$ cat src/rtl/serial_char_rx_pkg.sv
package serial_char_rx_pkg;
  typedef enum logic [1:0] {
    RX_IDLE  = 2'd0,
    RX_START = 2'd1,
    RX_DATA  = 2'd2,
    RX_STOP  = 2'd3
  } rx_phase_e;

  localparam int unsigned OVERSAMPLE = 16;
  localparam int unsigned WORD_BITS  = 8;
endpackage

$ cat src/rtl/rx_tick_gen.sv
module rx_tick_gen #(
  parameter int unsigned DIV = 4
) (
  input  logic clk_i,
  input  logic rst_ni,
  output logic tick_o
);
  localparam int unsigned CW = (DIV > 1) ? $clog2(DIV) : 1;
  localparam logic [CW-1:0] TOP = CW'(DIV - 1);

  logic [CW-1:0] cnt_q, cnt_d;

  always_comb begin
    tick_o = (cnt_q == TOP);
    cnt_d  = tick_o ? '0 : cnt_q + 1'b1;
  end

  always_ff @(posedge clk_i or negedge rst_ni) begin
    if (!rst_ni) cnt_q <= '0;
    else         cnt_q <= cnt_d;
  end
endmodule

$ cat src/rtl/rx_line_front.sv
module rx_line_front #(
  parameter int unsigned STAGES = 2
) (
  input  logic clk_i,
  input  logic rst_ni,
  input  logic rxd_i,
  output logic line_o,
  output logic fall_o
);
  // stages 0..STAGES-1 synchronize, stage STAGES holds the previous value
  logic [STAGES:0] pipe_q;

  always_ff @(posedge clk_i or negedge rst_ni) begin
    if (!rst_ni) pipe_q <= '1;
    else         pipe_q <= {pipe_q[STAGES-1:0], rxd_i};
  end

  assign line_o = pipe_q[STAGES-1];
  assign fall_o = pipe_q[STAGES] & ~pipe_q[STAGES-1];
endmodule

$ cat src/rtl/rx_sequencer.sv
module rx_sequencer
  import serial_char_rx_pkg::*;
#(
  parameter int unsigned OVS   = OVERSAMPLE,
  parameter int unsigned NBITS = WORD_BITS
) (
  input  logic             clk_i,
  input  logic             rst_ni,
  input  logic             tick_i,
  input  logic             line_i,
  input  logic             fall_i,
  output logic [NBITS-1:0] strobe_o,
  output logic             done_o,
  output logic             stop_ok_o
);
  localparam int unsigned CW = $clog2(OVS);
  localparam int unsigned IW = (NBITS > 1) ? $clog2(NBITS) : 1;
  localparam logic [CW-1:0] MID  = CW'(OVS / 2 - 1);
  localparam logic [CW-1:0] LAST = CW'(OVS - 1);
  localparam logic [IW-1:0] TOPB = IW'(NBITS - 1);

  rx_phase_e     ph_q, ph_d;
  logic [CW-1:0] cnt_q, cnt_d;
  logic [IW-1:0] idx_q, idx_d;

  always_comb begin
    ph_d      = ph_q;
    cnt_d     = cnt_q;
    idx_d     = idx_q;
    strobe_o  = '0;
    done_o    = 1'b0;
    stop_ok_o = line_i;
    unique case (ph_q)
      RX_IDLE: begin
        if (fall_i) begin
          ph_d  = RX_START;
          cnt_d = '0;
        end
      end
      RX_START: begin
        if (tick_i) begin
          if (cnt_q == MID) begin
            cnt_d = '0;
            idx_d = '0;
            ph_d  = line_i ? RX_IDLE : RX_DATA;
          end else begin
            cnt_d = cnt_q + 1'b1;
          end
        end
      end
      RX_DATA: begin
        if (tick_i) begin
          if (cnt_q == LAST) begin
            strobe_o[idx_q] = 1'b1;
            cnt_d = '0;
            if (idx_q == TOPB) ph_d = RX_STOP;
            else               idx_d = idx_q + 1'b1;
          end else begin
            cnt_d = cnt_q + 1'b1;
          end
        end
      end
      RX_STOP: begin
        if (tick_i) begin
          if (cnt_q == LAST) begin
            done_o = 1'b1;
            ph_d   = RX_IDLE;
          end else begin
            cnt_d = cnt_q + 1'b1;
          end
        end
      end
      default: ph_d = RX_IDLE;
    endcase
  end

  always_ff @(posedge clk_i or negedge rst_ni) begin
    if (!rst_ni) begin
      ph_q  <= RX_IDLE;
      cnt_q <= '0;
      idx_q <= '0;
    end else begin
      ph_q  <= ph_d;
      cnt_q <= cnt_d;
      idx_q <= idx_d;
    end
  end
endmodule

$ cat src/rtl/rx_bit_hold.sv
module rx_bit_hold #(
  parameter int unsigned NBITS = 8
) (
  input  logic             clk_i,
  input  logic             rst_ni,
  input  logic             line_i,
  input  logic [NBITS-1:0] strobe_i,
  output logic [NBITS-1:0] data_o
);
  for (genvar g = 0; g < NBITS; g++) begin : g_cell
    always_ff @(posedge clk_i or negedge rst_ni) begin
      if (!rst_ni)          data_o[g] <= 1'b0;
      else if (strobe_i[g]) data_o[g] <= line_i;
    end
  end
endmodule

$ cat src/rtl/serial_char_rx.sv
module serial_char_rx
  import serial_char_rx_pkg::*;
#(
  parameter int unsigned CLK_DIV = 4,
  parameter int unsigned NBITS   = WORD_BITS,
  parameter int unsigned OVS     = OVERSAMPLE
) (
  input  logic             clk_i,
  input  logic             rst_ni,
  input  logic             rxd_i,
  input  logic             ack_i,
  output logic             rxd_o,
  output logic [NBITS-1:0] strobe_o,
  output logic [NBITS-1:0] data_o,
  output logic             ready_o,
  output logic             frame_err_o,
  output logic             overrun_o
);
  logic [1:0] rst_sync_q;
  logic       rst_n;

  always_ff @(posedge clk_i or negedge rst_ni) begin
    if (!rst_ni) rst_sync_q <= 2'b00;
    else         rst_sync_q <= {rst_sync_q[0], 1'b1};
  end
  assign rst_n = rst_sync_q[1];

  logic tick, line, fall, frame_done, stop_ok;

  rx_tick_gen #(.DIV(CLK_DIV)) u_tick (
    .clk_i(clk_i), .rst_ni(rst_n), .tick_o(tick)
  );

  rx_line_front #(.STAGES(2)) u_front (
    .clk_i(clk_i), .rst_ni(rst_n), .rxd_i(rxd_i),
    .line_o(line), .fall_o(fall)
  );

  rx_sequencer #(.OVS(OVS), .NBITS(NBITS)) u_seq (
    .clk_i(clk_i), .rst_ni(rst_n), .tick_i(tick), .line_i(line),
    .fall_i(fall), .strobe_o(strobe_o), .done_o(frame_done),
    .stop_ok_o(stop_ok)
  );

  rx_bit_hold #(.NBITS(NBITS)) u_hold (
    .clk_i(clk_i), .rst_ni(rst_n), .line_i(line),
    .strobe_i(strobe_o), .data_o(data_o)
  );

  logic ready_d, ferr_d, over_d;

  always_comb begin
    ready_d = ready_o;
    ferr_d  = frame_err_o;
    over_d  = overrun_o;
    if (frame_done) begin
      ready_d = 1'b1;
      ferr_d  = ~stop_ok;
      over_d  = overrun_o | ready_o;
    end else if (ack_i) begin
      ready_d = 1'b0;
      ferr_d  = 1'b0;
      over_d  = 1'b0;
    end
  end

  always_ff @(posedge clk_i or negedge rst_n) begin
    if (!rst_n) begin
      ready_o     <= 1'b0;
      frame_err_o <= 1'b0;
      overrun_o   <= 1'b0;
    end else begin
      ready_o     <= ready_d;
      frame_err_o <= ferr_d;
      overrun_o   <= over_d;
    end
  end

  assign rxd_o = rxd_i;
endmodule

$ cat config.mk
export PLATFORM = sky130hd
export DESIGN_NAME = serial_char_rx
export DESIGN_NICKNAME = d
export VERILOG_FILES = /design/src/rtl/serial_char_rx_pkg.sv /design/src/rtl/rx_tick_gen.sv /design/src/rtl/rx_line_front.sv /design/src/rtl/rx_sequencer.sv /design/src/rtl/rx_bit_hold.sv /design/src/rtl/serial_char_rx.sv
export SDC_FILE = /design/constraint.sdc
export NUM_CORES = 1
export LEC_CHECK = 0
export ABC_AREA = 1
export BUFFER_PORTS_ARGS = -buffer_cell sky130_fd_sc_hd__buf_2
export CORE_MARGIN = 1.5
export CORE_UTILIZATION = 58
export DETAILED_ROUTE_END_ITERATION = 6
export PLACE_DENSITY = 0.83
export SLEW_MARGIN = 20
export SYNTH_ARGS = -nofsm -noshare
export SYNTH_HDL_FRONTEND = slang
export SYNTH_HIERARCHICAL = 1
export SYNTH_SLANG_ARGS = --single-unit
export TNS_END_PERCENT = 20
$ cat constraint.sdc
create_clock -name clk_i -period 2.5 [get_ports clk_i]
set_input_delay 0.75 -clock clk_i [delete_from_list [all_inputs] [get_ports clk_i]]
set_output_delay 0.75 -clock clk_i [all_outputs]
set_load 0.005 [all_outputs]
== Word level (Yosys, flattened, before mapping) ==
Cells that the tools add are included.

* $lt $le $gt $ge: 2
* Equality and inequality tests: 17
* Reductions and logical operators: 7
* Add/subtract/negate cells: 3
* Mux-type cells: 37
* Bitwise gates (word level): 3

{| class="wikitable"
|+ Operators by type and width
! kind !! count
|-
| 4-bit 2-to-1 mux || 7
|-
| 8-bit 2-to-1 mux || 3
|-
| 2-bit 2-to-1 mux || 10
|-
| 4-bit one-hot mux with 4 select lines || 1
|-
| 3-bit 2-to-1 mux || 5
|-
| 2-bit != test (second input constant) || 6
|-
| 1-bit 2-to-1 mux || 8
|-
| 2-bit by 1-bit != test with 1-bit output (second input constant) || 4
|-
| 2-bit one-hot mux with 4 select lines || 1
|-
| 8-bit AND reduction || 1
|-
| 2-bit equality test (second input constant) || 3
|-
| 3-bit one-hot mux with 2 select lines || 1
|-
| 6-bit AND reduction || 1
|-
| 5-bit AND reduction || 1
|-
| 4-bit by 1-bit adder with 4-bit output (second input constant) || 1
|-
| 4-bit by 3-bit equality test with 1-bit output (second input constant) || 1
|-
| 4-bit equality test (second input constant) || 1
|-
| 3-bit by 4-bit < comparator with 1-bit output (second input constant) || 1
|-
| 2-bit nonzero test || 2
|-
| 3-bit by 1-bit adder with 3-bit output (second input constant) || 1
|-
| 1-bit demux with 3-bit select || 1
|-
| 3-bit equality test (second input constant) || 1
|-
| 3-bit by 1-bit >= comparator with 1-bit output (second input constant) || 1
|-
| 2-bit by 1-bit adder with 2-bit output (second input constant) || 1
|-
| 6 further kinds || 6
|}

* Bits in registers: 27
* Word-level logic and storage cells: 86
* Input port bits: 4

== Depth between registers and ports, before layout ==
* Word-level depth: 7
* Gate-level depth with buffers: 10
* Gate-level depth less buffers: 10

== By module ==
Netlist, hierarchy kept.

{| class="wikitable"
|+ By module, submodules not included
! module !! cells an instance !! seq. area each (um^2) !! times used !! area an instance (um^2)
|-
| rx_sequencer || 96 || 225.2 || 1 || 659.4
|-
| rx_bit_hold || 41 || 200.2 || 1 || 325.3
|-
| serial_char_rx || 19 || 125.1 || 1 || 181.4
|-
| rx_line_front || 5 || 78.8 || 1 || 88.8
|-
| rx_tick_gen || 4 || 50.0 || 1 || 66.3
|}

== Least setup slack after synthesis ==
No wires, ideal clock.

* Kind: reg2out
* From: register u_seq.cnt_q[0]
* To: output port strobe_o[1]
* Data required time: 1750 ps
* Path buffers: 0
* Path slack: 537 ps
* Arrival time: 1213 ps
* Cell stages (with the launch flop): 6
* Path through: dfrtp_1 -> ha_1 -> nand3_2 -> nor2_1 -> nand3_1 -> nor3_1

* Cells in the longest elaborated chain, start to end: 4

{| class="wikitable"
|+ Ends and longest elaborated chain
! item !! line !! text
|-
| start, declared || rx_sequencer.sv:23 || <nowiki>logic [CW-1:0] cnt_q, cnt_d;</nowiki>
|-
| start signal, assigned || rx_sequencer.sv:84 || <nowiki>cnt_q <= cnt_d;</nowiki>
|-
| 4-bit equality test || rx_sequencer.sv:53 || <nowiki>if (cnt_q == LAST) begin</nowiki>
|-
| 8-bit 2-to-1 mux || rx_sequencer.sv:53 ||
|-
| 8-bit 2-to-1 mux || rx_sequencer.sv:52 || <nowiki>if (tick_i) begin</nowiki>
|-
| 8-bit 2-to-1 mux || rx_sequencer.sv:33 || <nowiki>unique case (ph_q)</nowiki>
|-
| end, declared || serial_char_rx.sv:13 || <nowiki>output logic [NBITS-1:0] strobe_o,</nowiki>
|}

No other way between the ends.

== Worst setup path after layout ==
* From: register u_seq.cnt_q[1]
* To: output port strobe_o[3]

The elaborated chain is that of the path after synthesis.

==> impl_metrics.env <==
export IMPL_outcome="complete, but fails checks"
export IMPL_violations="negative setup slack"
export IMPL_grt_pass1_vias=1058
export IMPL_h_tree_depth=1
export IMPL_portBuffers=23
export IMPL_cp_data_arrival_time_ps=1760
export IMPL_cts_tree="yes"
export IMPL_fill_cells=147
export IMPL_coreArea_um2=2190
export IMPL_rows=17
export IMPL_drtPass1Iterations=4
export IMPL_die_x_um=50.7
export IMPL_syn_area_per_cell_um2=8.01
export IMPL_place_ws_ps=234
export IMPL_die_h_um=50.7
export IMPL_reg2reg_depth=10
export IMPL_cts_root_buf="clkbuf_4"
export IMPL_path_class="flop to output port"
export IMPL_synth_edf_count=0
export IMPL_io_pins=24
export IMPL_async_flop_share=1.00
export IMPL_cts_clk_slew_worst_paths_ps=150
export IMPL_clock_sinks=27
export IMPL_drv_slew=0
export IMPL_slowest_delay_ps=430
export IMPL_drc_errors=0
export IMPL_cp_data_required_time_ps=1750
export IMPL_clockBufferDepth=2
export IMPL_netlist_area_um2=1320
export IMPL_grt_usage=0.232
export IMPL_antenna_found_initial=0
export IMPL_grt_max_degree=26
export IMPL_detailed_place_area_um2=1450
export IMPL_cts_buffers=3
export IMPL_finalCriticalPeriod_ps=2510
export IMPL_max_freq_mhz=398
export IMPL_leakagePower_nw=0.886
export IMPL_drtIter0Drc=23
export IMPL_globalRouteOverflowTotal=0
export IMPL_postSynthNetCount=173
export IMPL_ys_ff_latch=27
export IMPL_fin_tns_setup_ps=-14.9
export IMPL_postCtsHoldBufs=0
export IMPL_reg2reg_from="u_seq/idx_q[1]"
export IMPL_drv_cap=0
export IMPL_fin_hold_ws_ps=176
export IMPL_rsz0062_at_grt="true"
export IMPL_worst_setup_path_start_kind="flop"
export IMPL_areaGrowthSynthToFinish_pct=23.6
export IMPL_fin_area_um2=1630
export IMPL_r2r_slack_ps=820
export IMPL_cp_max_fo=5
export IMPL_fin_crit_sh=1.01
export IMPL_diodes=0
export IMPL_hold_path_class="input port to async pin"
export IMPL_place_congestion=0.812
export IMPL_num_vias=1181
export IMPL_grt_pass1_wl_mm=4.53
export IMPL_ant_nets=0
export IMPL_insertion_delay_ps=320
export IMPL_dpl_hpwl_mm=1.87
export IMPL_hold_viol=0
export IMPL_critPathSlowestCell="dfrtp_1"
export IMPL_critPathCaptureType="output port"
export IMPL_worst_slack_ps=-14.9
export IMPL_r2r_end="u_seq/idx_q[2]"
export IMPL_wl_mm=3.01
export IMPL_worst_pin_slew_ps=984
export IMPL_cp_common_cell="nand3_4"
export IMPL_synth_seq_area_share=0.514
export IMPL_setup_violations=1
export IMPL_nNetsFinal=201
export IMPL_viasPerCell=5.37
export IMPL_ys_flop_type="dfrtp_1"
export IMPL_power_total_mw=1.15
export IMPL_die_area_um2=2570
export IMPL_start_util=0.603
export IMPL_clock_skew_ps=3.33
export IMPL_syn_inst=165
export IMPL_slew_headroom=0.344
export IMPL_p_per_area_nw_per_um2=705
export IMPL_yosysWarnings=6
export IMPL_irDropWorstVdd_mv=0.513
export IMPL_synth_cell_types=20
export IMPL_cp_cell_sequence="ha_4, nand3_4, nor2_4, nand3_4, nor3_4, buf_2"
export IMPL_wl_per_cell_um=13.7
export IMPL_drive_above_1_share=0.328
==> cells in the final DEF, fill, tap and decap left out, types with 2 or more instances in the layout <==
master	n
o21ai_1	2
nand3_4	2
inv_1	17
dfrtp_1	24
nor2_1	4
nand2_2	4
nor2_4	3
clkbuf_4	3
dfstp_2	3
ha_1	2
inv_2	4
nor2_2	5
o21ai_0	4
nand3_1	8
nand2_1	65
buf_4	3
buf_2	23
nor3_4	6
==> sequential cells by signal (all words and copies together), names as in the netlist, 2 cells and up, named ones only <==
signal / flops
u_hold/data_o: 8
u_seq/cnt_q: 4
u_front/pipe_q: 3
u_seq/idx_q: 3
rst_sync_q: 2
u_tick/cnt_q: 2
==> where the power goes <==
| group | internal (mW) | total [mW] | switching [mW] |
|---|---|---|---|
| clock network | 0.0599 | 0.190 | 0.130 |
| registers | 0.483 | 0.567 | 0.0837 |
| logic | 0.141 | 0.393 | 0.252 |
==> worst max-delay path, delay by kind of cell, from the launching register on <==
kind | cells | cell delay [ps]
AND/OR/NAND/NOR | 4 | 690
buffers and inverters | 1 | 150
adder cells (fa/ha/maj) | 1 | 180
flip-flops | 1 | 430
==> through the flow <==
stage | util | cells
floorplan | - | 165
global placement | 0.662 | 213
detailed placement | 0.662 | 213
CTS | 0.704 | 219
global route | 0.745 | 220
finish | 0.745 | 220
==> synth_stat cells, types with 3 or more instances <==
cell type  number  area [um^2]
inv_2           4         15.0
inv_1          18         67.6
dfstp_2         3         78.8
ha_1            4         50.1
dfrtp_1        24          601
nand3_1         9         45.0
nand2_2         4         25.0
o21ai_0         4         20.0
nor2_1          7         26.3
nor3_1          8         40.0
nor2_2          3         18.8
nand2_1        66          248
==> worst max path at each step <==
| stage | startpoint | to | slack, ps | cells after the start |
|---|---|---|---|---|
| final | u_seq/cnt_q[1] | strobe_o[3] | -10 | 6 |
| after global routing | u_seq/cnt_q[1] | strobe_o[3] | -90 | 6 |
| after CTS | u_seq/cnt_q[1] | strobe_o[7] | 8 | 6 |
| after detailed placement | u_seq/cnt_q[0] | strobe_o[7] | 230 | 6 |
| after global placement | u_seq/cnt_q[0] | strobe_o[1] | 310 | 6 |
| after floorplan | u_seq/cnt_q[0] | strobe_o[1] | 540 | 5 |
==> what timing repair did <==
action	4_1_cts	5_1_grt
pin swaps	1	2
setup endpoints to repair	8	8
buffers inserted	2	1
gates resized for setup	12	14
gates cloned	0	0
==> cell type report <==
class                      instances  area, um^2  share of cell area
sequential                        27         679               0.416
tap                               28        35.0              0.0215
timing repair buffer              26         138              0.0843
multi-input combinational        113         667               0.408
clock buffer                       3        22.5              0.0138
clock inverter                     1        5.00             0.00307
inverter                          22        86.3              0.0529
==> metal layers <==
layer | share of wire | track usage | vias to the layer above
met1 | 0.39 | 0.306 | 561
met2 | 0.53 | 0.404 | 50
met5 | 0 | 0 | -
met4 | 0.025 | 0.0450 | 0
li1 | - | - | 561
met3 | 0.049 | 0.0387 | 9
==> cell families after synthesis <==
logic type                 share of synthesized area
adders and majority gates                     0.0379
AOI/OAI and AO/OA                             0.0227
DFF                                            0.514
other                                        0.00284
buffers and inverters                         0.0776
and+or+nand+nor                                0.338
xor gates and xnor gates                     0.00663
Note: power is estimated with default switching activity, not from simulation.
